<file path="src/rtl/dcnt_pkg.sv">
// Package dcnt_pkg
// Shared constants and the digit type for the decade counter.
// Assumes a 4-bit BCD code, where bit 3 has weight 8 and bit 0 has weight 1.
package dcnt_pkg;
    localparam int DIGIT_W = 4;
    typedef logic [DIGIT_W-1:0] digit_t;

    localparam digit_t FIRST_CODE = digit_t'(0);
    localparam digit_t LAST_CODE  = digit_t'(9);

    // Bit positions by weight
    localparam int W1 = 0;
    localparam int W2 = 1;
    localparam int W4 = 2;
    localparam int W8 = 3;

    // True when the code is a decimal digit
    function automatic logic is_digit(input digit_t c);
        return c <= LAST_CODE;
    endfunction
endpackage

</file>
<file path="src/rtl/dcnt_toggle_gen.sv">
// Module dcnt_toggle_gen
// Derives the four toggle enables from the present state.
// Assumes `advance` already combines count enable with reset deassertion.
// In an illegal code, every set bit is toggled, so the next state is zero.
module dcnt_toggle_gen
    import dcnt_pkg::*;
(
    input  digit_t state,
    input  logic   advance,
    output digit_t tog
);
    // Toggle-enable terms for legal digits, or the clear pattern for illegal codes
    always_comb begin
        tog = '0;
        if (advance) begin
            if (!is_digit(state)) begin
                tog = state;
            end else begin
                tog[W1] = 1'b1;
                tog[W2] = state[W1] & ~state[W8];
                tog[W4] = state[W2] & state[W1];
                tog[W8] = (state[W4] & state[W2] & state[W1])
                        | (state[W8] & state[W1]);
            end
        end
    end
endmodule

</file>
<file path="src/rtl/dcnt_store.sv">
// Module dcnt_store
// A bank of toggle storage bits. Bit i flips when tog[i] is 1 and holds otherwise.
// Assumes a synchronous active-low reset that clears every bit.
module dcnt_store #(
    parameter int WIDTH = 4
) (
    input  logic             clk,
    input  logic             rst_n,
    input  logic [WIDTH-1:0] tog,
    output logic [WIDTH-1:0] q
);
    logic [WIDTH-1:0] q_r;

    // Clear on reset, otherwise flip the selected bits
    always_ff @(posedge clk) begin
        if (!rst_n) q_r <= '0;
        else        q_r <= q_r ^ tog;
    end

    assign q = q_r;
endmodule

</file>
<file path="src/rtl/dcnt_flag.sv">
// Module dcnt_flag
// Active-low wrap flag, which is low only in the last decimal digit.
// Assumes an illegal code is not the last digit, so the flag stays high there.
module dcnt_flag
    import dcnt_pkg::*;
(
    input  digit_t state,
    output logic   wrap_n
);
    // Compare the present state with the last digit
    always_comb wrap_n = (state != LAST_CODE);
endmodule

</file>
<file path="src/rtl/decade_tick_counter.sv">
// Module decade_tick_counter
// Synchronous modulo-10 counter built from toggle bits. It exposes the toggle
// enables and an active-low flag for the nine-to-zero step.
// Assumes one clock domain and a synchronous active-low reset that overrides cnt_en.
module decade_tick_counter
    import dcnt_pkg::*;
(
    input  logic               clk,
    input  logic               rst_n,
    input  logic               cnt_en,
    output logic [DIGIT_W-1:0] state_q,
    output logic               wrap_n,
    output logic [DIGIT_W-1:0] tog_en
);
    digit_t state_w;
    digit_t tog_w;
    logic   advance;

    // Counting happens only when enabled and out of reset
    assign advance = cnt_en & rst_n;

    dcnt_toggle_gen u_tgen (
        .state   (state_w),
        .advance (advance),
        .tog     (tog_w)
    );

    dcnt_store #(.WIDTH(DIGIT_W)) u_store (
        .clk   (clk),
        .rst_n (rst_n),
        .tog   (tog_w),
        .q     (state_w)
    );

    dcnt_flag u_flag (
        .state  (state_w),
        .wrap_n (wrap_n)
    );

    assign state_q = state_w;
    assign tog_en  = tog_w;
endmodule

</file>
<file path="config.mk">
export PLATFORM = sky130hd
export DESIGN_NAME = decade_tick_counter
export DESIGN_NICKNAME = d
export VERILOG_FILES = /design/src/rtl/dcnt_pkg.sv /design/src/rtl/dcnt_toggle_gen.sv /design/src/rtl/dcnt_store.sv /design/src/rtl/dcnt_flag.sv /design/src/rtl/decade_tick_counter.sv
export SDC_FILE = /design/constraint.sdc
export NUM_CORES = 1
export LEC_CHECK = 0
export BUFFER_PORTS_ARGS = -buffer_cell sky130_fd_sc_hd__buf_2
export CORE_AREA = 3 3 40 42
export CTS_CLUSTER_SIZE = 40
export DETAILED_ROUTE_END_ITERATION = 12
export DIE_AREA = 0 0 43 45
export GPL_TIMING_DRIVEN = 0
export PLACE_DENSITY = 0.36
export SYNTH_ARGS = -nofsm -noshare
export SYNTH_HDL_FRONTEND = slang
export SYNTH_HIERARCHICAL = 1
export SYNTH_SLANG_ARGS = --single-unit
</file>
<file path="constraint.sdc">
create_clock -name clk -period 1.02 [get_ports clk]
set_input_delay 0.153 -clock clk [delete_from_list [all_inputs] [get_ports clk]]
set_output_delay 0.153 -clock clk [all_outputs]
set_load 0.005 [all_outputs]
</file>
Yosys cells after proc, flatten, opt, wreduce, memory -nomap -nowiden
Cells that the tools add are included.
{"block": "word_totals", "latch_bits": 0, "in_bits": 3, "romBits": 0, "memories": 0, "regBits": 4, "mem_bits_rw": 0}
{"block": "classes", "mul": 0, "n_mux": 2, "n_lt_le_gt_ge": 1, "add_sub_neg": 0, "n_eq_ne": 1, "shift": 0, "n_reduce_logical": 0, "bitwise_logic": 9, "n_div": 0}
{"operator": "4-bit two-way mux", "count": 2}
{"operator": "1-bit bitwise AND", "count": 6}
{"operator": "4-bit <= comparator, second input constant", "count": 1}
{"operator": "4-bit != test, second input constant", "count": 1}
{"operator": "4-bit XOR", "count": 1}
{"operator": "1-bit inverter", "count": 1}
{"operator": "1-bit OR", "count": 1}

Depth between registers and ports, before layout
Gate-level depths: netlist of run 1.
{"block": "logic_depth", "depth_word": 6, "ltp_mapped": 5}

Hierarchy
Netlist of run 1, hierarchy kept.
{"mod": "dcnt_store", "cells_per_inst": 12, "seq_area_each_um2": 80.1, "area_per_inst_um2": 140.1, "n_inst": 1}
{"mod": "dcnt_toggle_gen", "cells_per_inst": 11, "seq_area_each_um2": 0.0, "area_per_inst_um2": 61.3, "n_inst": 1}
{"mod": "dcnt_flag", "cells_per_inst": 1, "seq_area_each_um2": 0.0, "area_per_inst_um2": 11.3, "n_inst": 1}
{"mod": "decade_tick_counter", "cells_per_inst": 1, "seq_area_each_um2": 0.0, "area_per_inst_um2": 6.3, "n_inst": 1}

Worst setup path before layout of run 1
OpenSTA, ideal clock, no wires.
{"block": "synth_path", "path_type": "register -> register", "startpoint": "reg u_store.q_r[3] (netlist: u_store/q[3])", "endpoint": "reg u_store.q_r[0] (netlist: u_store/q[0])", "path_stages_with_launch": 5, "slack_ns": -0.156, "setup_time_ns": 0.115, "arrival_ns": 1.061, "period_less_slack_ns": 1.176, "t_required_ns": 0.905, "n_path_buf": 0, "cell_sequence": "dfxtp_1 > o21ai_1 > o21a_1 > xor2_1 > and2_1"}
{"block": "synth_between", "elab_chain_cells": 4}
{"element": "from (decl)", "line_no": "dcnt_store.sv:12", "source": "logic [WIDTH-1:0] q_r;"}
{"element": "from (signal assigned)", "line_no": "dcnt_store.sv:17", "source": "else q_r <= q_r ^ tog;"}
{"element": "4-bit <= comparator", "line_no": "dcnt_pkg.sv:19", "source": "return c <= LAST_CODE;"}
{"element": "4-bit two-way mux", "line_no": "dcnt_toggle_gen.sv:16", "source": "if (!is_digit(state)) begin"}
{"element": "4-bit two-way mux", "line_no": "dcnt_toggle_gen.sv:15", "source": "if (advance) begin"}
{"element": "net tog_en[0]", "line_no": "decade_tick_counter.sv:13", "source": "output logic [DIGIT_W-1:0] tog_en"}
{"element": "4-bit XOR", "line_no": "dcnt_store.sv:17"}
The timed path passes the listed nets, and every way through them passes these cells.
A chain may end at the register's enable or synchronous reset.

Final worst setup path of run 1
{"block": "layout_path", "startpoint": "reg u_store.q_r[3] (netlist: u_store/q[3])", "endpoint": "out tog_en[2]"}
{"block": "layout_between", "elab_chain_cells": 3}
{"element": "4-bit <= comparator", "line_no": "dcnt_pkg.sv:19"}
{"element": "4-bit two-way mux", "line_no": "dcnt_toggle_gen.sv:16"}
{"element": "4-bit two-way mux", "line_no": "dcnt_toggle_gen.sv:15"}
{"element": "to (decl)", "line_no": "decade_tick_counter.sv:13"}
Every way passes these cells.

==> results of run 1 <==
## report_power, final
group	internal, mW	total [mW]	switching (mW)
clock network	0.131	0.190	0.0589
logic	0.0251	0.0428	0.0177
registers	0.159	0.168	0.00964
total	0.315	0.401	0.0862
## cell usage after synthesis
master	number	area share [%]
a21oi_1	2	4.6
and2_1	5	14
dfxtp_1	4	37
inv_1	1	1.7
mux2i_1	1	4.6
nand2_1	2	3.4
nand3b_1	1	3.4
nand4bb_1	1	5.1
nor2_1	1	1.7
o21a_1	1	3.4
o21ai_1	1	2.3
o22ai_1	1	2.9
xor2_1	4	16
## timing repair
item / CTS / global route
gates resized for setup: 0 / 2
pin swaps: 4 / 3
endpoints found under the setup margin: 9 / 10
hold buffers: 0 / 0
buffers inserted: 5 / 0
## area by class of cell
class / count / share of cell area (%)
inverters: 1 / 0.980
multi-input cells: 20 / 38.9
flip-flops and latches: 4 / 24.2
repair buffers: 16 / 25.2
clock buffers: 3 / 5.88
well taps: 15 / 4.90
## worst min-delay path by stage
stage                from                 endpoint  cells past startpoint
global placement    rst_n  u_store/q[1]$_SDFF_PN0_                      2
finish              rst_n  u_store/q[2]$_SDFF_PN0_                      2
global route        rst_n  u_store/q[0]$_SDFF_PN0_                      2
detailed placement  rst_n  u_store/q[2]$_SDFF_PN0_                      2
CTS                 rst_n  u_store/q[2]$_SDFF_PN0_                      2
floorplan           rst_n  u_store/q[3]$_SDFF_PN0_                      1
## placed cells by master, fill, tap and decap left out
cell type / instances
buf_2: 11
and2_1: 5
xor2_1: 4
buf_4: 4
clkbuf_4: 3
dfxtp_4: 3
nand2_1: 2
buf_6: 1
nand4bb_1: 1
dfxtp_2: 1
nand3b_1: 1
inv_1: 1
a21oi_2: 1
mux2i_1: 1
nor2_1: 1
o21ai_2: 1
o21a_1: 1
a21oi_1: 1
o22ai_2: 1
## cells by family after synthesis
family | after synthesis | synth area share [%]
xor gates and xnor gates | 4 | 16.0
buffers and inverters | 1 | 1.71
DFF | 4 | 36.6
AOI/OAI and AO/OA | 5 | 13.1
muxes | 1 | 4.57
and+or+nand+nor | 10 | 28.0
## routing by layer
| layer | share of wire (%) | vias up | routed length (um) | global-route usage, % |
|---|---|---|---|---|
| met5 | 0 | - | 0 | 0 |
| met4 | 0 | 0 | 0 | 5.42 |
| met3 | 15 | 0 | 85 | 5.58 |
| met2 | 42 | 12 | 246 | 11.1 |
| met1 | 43 | 106 | 251 | 8.65 |
| li1 | - | 125 | - | - |
## worst register-to-register path: cells and delay by family, from the launching register on
kind / cells / cell delay [ns]
compound gates: 1 / 0.16
simple gates: 2 / 0.31
buf+inv: 1 / 0.13
xor+xnor: 1 / 0.13
flops: 1 / 0.36
## stage by stage
stage | hold WS, ns | power, mW | util, % | instances | TNS [ns]
floorplan | 0.274 | 0.189 | - | 25 | -0.00123
global placement | 0.412 | 0.207 | 24.6 | 51 | -0.149
detailed placement | 0.419 | 0.207 | 24.6 | 51 | -0.110
CTS | 0.167 | 0.415 | 29.3 | 59 | -1.04
global route | 0.186 | 0.440 | 29.8 | 59 | -1.77
finish | 0.178 | 0.401 | 29.8 | 59 | -0.983
==> reports/results.ini, run 1 <==
[drt]
via_per_inst = 4.12
drc = 0
via_count = 243
routedWlPerCell_um = 9.88
first_pass_iters = 4
routed_wirelength_um = 583
drtIter0Drc = 1
ant_nets = 0

[sta]
fin_crit_sh_pct = 119
setup-violations-final = 9
worst_pin_slew_ns = 0.110
setup_ws_ns = -0.191
rsz0062_at_grt = true
fin_worst_skew_ns = 0.00272
max_freq_ghz = 0.826
hold_viol = 0
slew_viol_final = 0
min_period_ns = 1.21
relSlewSlack_pct = 92.5

[die]
fp.dieH_um = 45
die_area_mm2 = 0.00194
die_w_um = 43
io_pins = 12
initial_core_util_pct = 17.0
rows = 13
core_area_mm2 = 0.00128

[grt]
grt_pass1_vias = 250
grt_usage_pct = 7.99
overflow = 0
antenna_found_initial = 0
grt_pass1_wl_um = 1090
grt_max_degree = 9

[setup_path]
path_max_fanout = 8
worst-path-buf-inv = 1
crit_family = flip-flops
slowest_delay_ns = 0.36
cp_cell_sequence = nand3b_1, a21oi_2, buf_2
setup.worst_path.start = u_store/q[3]$_SDFF_PN0_
reg2reg_from = u_store/q[3]$_SDFF_PN0_
required_ns = 0.87
crit_type = flip-flop to output pin
rrSetupSlack_ns = -0.12
end_kind = output pin
crit_end = tog_en[2]
r2r-end = u_store/q[2]$_SDFF_PN0_
rr_worst_depth = 5
critPathArrivalTime_ns = 1.06
cp-start-kind = flip-flop
cp.depth = 3
slowest_stage = dfxtp_4

[placement]
pre_cts_ws_ns = -0.0775
placed_cell_area_um2 = 317
port_buffers = 11
gp_congestion = 0.646

[cts]
insertion_delay_ns = 0.23
root_buffer = clkbuf_4
h-tree-depth = 1
cts.clk_slew.worst_paths_ns = 0.04
clock_path_buffers = 2
cts_buffers = 3
clock-sinks = 4
cts_tree = built

[synth]
synth.avg_cell_area_um2 = 8.76
syn-num-nets = 28
syn_inst = 25
yosysUniqueCellTypes = 13
synth-seq-cells = 4
ys_seq_area_share_pct = 36.6
yosysWarnings = 6
syn_area_um2 = 219

[final_layout]
largest_register_ffs = 4
area_growth_pct = 74.9
layout.nets = 49
nFillCells = 145
drive_above_1_share_pct = 59.1
seqCellArea_um2 = 92.6
diodes = 0
finalInstanceArea_um2 = 383
multi_input_area_um2 = 149

[hold_path]
min_path_type = primary input to flip-flop

[power_and_ir_drop]
max-vdd-ir-drop_v = 0.000553
p_leak_nw = 0.191
p_per_area_mw_per_mm2 = 1050

[status]
status = finished with violations
violations = negative setup slack

[run]
drv_cap = 0

Note: power is estimated with default switching activity, not from simulation.
==> run 2, diff against run 1 <==
Settings changed: TNS_END_PERCENT set to 5.
==> run 2 against run 1 <==
The run still ends with negative setup slack left. Global-route usage fell by 1.6 points. Cell count fell by 3.4%. Combinational power fell by 12%. Via count fell by 2.1%. First-iteration DRC count fell by 100%. Critical endpoint is now tog_en[0]. Highest routed layer unchanged.
==> reports/results.ini, run 2 (synthesis results as in run 1) <==
[cts]
insertion_delay_ns = 0.23  ; about the same
root_buffer = clkbuf_4  ; unchanged
cts_buffers = 3  ; unchanged
cts_tree = built  ; unchanged
postCtsHoldBufs = 0  ; unchanged
cts-resized-gates = 0  ; unchanged
h-tree-depth = 1  ; unchanged
clock-sinks = 4  ; unchanged
cts.clk_slew.worst_paths_ns = 0.03  ; was 0.04 ns
clock_path_buffers = 2  ; unchanged

[placement]
port_buffers = 11  ; unchanged
dp_hpwl_um = 426
gp_congestion = 0.706  ; was 0.646
dpl.cell_count = 51  ; unchanged
placed_cell_area_um2 = 317  ; unchanged
pre_cts_ws_ns = -0.0689  ; was -0.0775 ns

[setup_path]
crit_type = flip-flop to output pin  ; unchanged
slowest_stage = dfxtp_4  ; unchanged
critPathArrivalTime_ns = 1.03  ; was 1.06 ns
path_max_fanout = 7  ; was 8
cp-start-kind = flip-flop  ; unchanged
crit_family = flip-flops  ; unchanged
required_ns = 0.87  ; about the same
rr_worst_depth = 5  ; unchanged
cp.depth = 3  ; unchanged
slowest_delay_ns = 0.36  ; about the same
cp_cell_sequence = o21ai_2, o21a_1, buf_2  ; was nand3b_1, a21oi_2, buf_2
worst-path-buf-inv = 1  ; unchanged
end_kind = output pin  ; unchanged

[die]
die_w_um = 43  ; unchanged
initial_core_util_pct = 17.0  ; unchanged
io_pins = 12  ; unchanged
rows = 13  ; unchanged
die_area_mm2 = 0.00194  ; unchanged
core_area_mm2 = 0.00128  ; unchanged
fp.dieH_um = 45  ; unchanged

[final_layout]
finalInstanceArea_um2 = 362  ; was 383 um^2
drive_above_1_share_pct = 57.1  ; was 59.1%
final_cell_mix = buf_2, and2_1, xor2_1, clkbuf_4, buf_4  ; was buf_2, and2_1, xor2_1, buf_4
instances_no_fill = 57  ; was 59
layout.nets = 47  ; was 49
largest_register_ffs = 4  ; unchanged
area_growth_pct = 65.1  ; was 74.9%
layout_commonest_cell = buf_2  ; unchanged
diodes = 0  ; unchanged
post-route-util_pct = 28.1  ; was 29.8%

[sta]
relSlewSlack_pct = 87.9  ; was 92.5%
setup_ws_ns = -0.165  ; was -0.191 ns
hold_viol = 0  ; unchanged
fin_crit_sh_pct = 116  ; was 119%
max_freq_ghz = 0.844  ; was 0.826 GHz
fin_worst_skew_ns = 0.00164  ; was 0.00272 ns
setup-violations-final = 9  ; unchanged
rsz0062_at_grt = true  ; unchanged
worst_pin_slew_ns = 0.180  ; was 0.110 ns
tns_ns = -0.907  ; was -0.983 ns
slew_viol_final = 0  ; unchanged
min_period_ns = 1.19  ; was 1.21 ns
whs_ns = 0.174  ; was 0.178 ns

[grt]
overflow = 0  ; unchanged
grt_max_degree = 8  ; was 9
antenna_found_initial = 0  ; unchanged
grt_usage_pct = 6.42  ; was 7.99%
grt_use_met1_pct = 7.73  ; was 8.65%
top_usage_layer = met1  ; was met2
grt.met2_usage_pct = 6.89  ; was 11.1%
grt_pass1_wl_um = 834  ; was 1090 um
grt_pass1_vias = 192  ; was 250
use_met3_pct = 5.18  ; was 5.58%

[status]
violations = negative setup slack  ; unchanged
status = finished with violations  ; unchanged

[power_and_ir_drop]
switching_power_mw = 0.0811  ; was 0.0862 mW
total_power_mw = 0.392  ; was 0.401 mW
p_leak_nw = 0.179  ; was 0.191 nW
pwr-share-clk_pct = 47.3  ; was 47.4%
internal_power_mw = 0.311  ; was 0.315 mW
p_sw_share_pct = 20.7  ; was 21.5%
p_per_area_mw_per_mm2 = 1090  ; was 1050 mW/mm^2
pwr-share-seq_pct = 43.2  ; was 42.0%
max-vdd-ir-drop_v = 0.000443  ; was 0.000553 V
combPwrFrac_pct = 9.6  ; was 10.7%

[hold_path]
worstHoldPathCells = 2  ; unchanged
min_path_type = primary input to flip-flop  ; unchanged

[run]
drv_cap = 0  ; unchanged

[drt]
first_pass_iters = 1  ; was 4
routedWlPerCell_um = 9.23  ; was 9.88 um
drtIter0Drc = 0  ; was 1
via_per_inst = 4.18  ; was 4.12
via_count = 238  ; was 243
ant_nets = 0  ; unchanged
routed_wirelength_um = 526  ; was 583 um
drc = 0  ; unchanged

==> run 2: area by class of cell <==
cell class | count | area (um^2)
clock buffers | 3 | 22.5
fillers | 144 | 923
inverters | 1 | 3.75
multi-input cells | 20 | 149
flip-flops and latches | 4 | 90.1
well taps | 15 | 18.8
repair buffers | 14 | 77.6
==> run 2: timing repair <==
item	4_1_cts	5_1_grt
gates cloned	0	0
pin swaps	3	1
hold endpoints to repair	0	0
endpoints found under the setup margin	9	10
setup buffers	3	0
==> run 2: final timing paths <==
check	startpoint	to	slack, ns
worst max-delay path	u_store/q[1]$_SDFF_PN0_	tog_en[0]	-0.17
worst min-delay path	rst_n	u_store/q[2]$_SDFF_PN0_	0.17
worst max register to register	u_store/q[1]$_SDFF_PN0_	u_store/q[0]$_SDFF_PN0_	-0.12
worst min register to register	u_store/q[1]$_SDFF_PN0_	u_store/q[1]$_SDFF_PN0_	0.61
==> run 2: power groups by stage <==
stage / clock [mW] / sequential (mW) / combinational, mW
final: 0.185 / 0.169 / 0.0376
after floorplan: 0 / 0.170 / 0.0189
after global placement: 0 / 0.171 / 0.0353
after detailed placement: 0 / 0.172 / 0.0347
after CTS: 0.197 / 0.170 / 0.0384
after global routing: 0.214 / 0.171 / 0.0416
==> run 2: layer usage <==
layer	wire, um	share of wire, %
met5	0	0
met4	0	0
met3	69	13
met2	208	40
met1	248	47
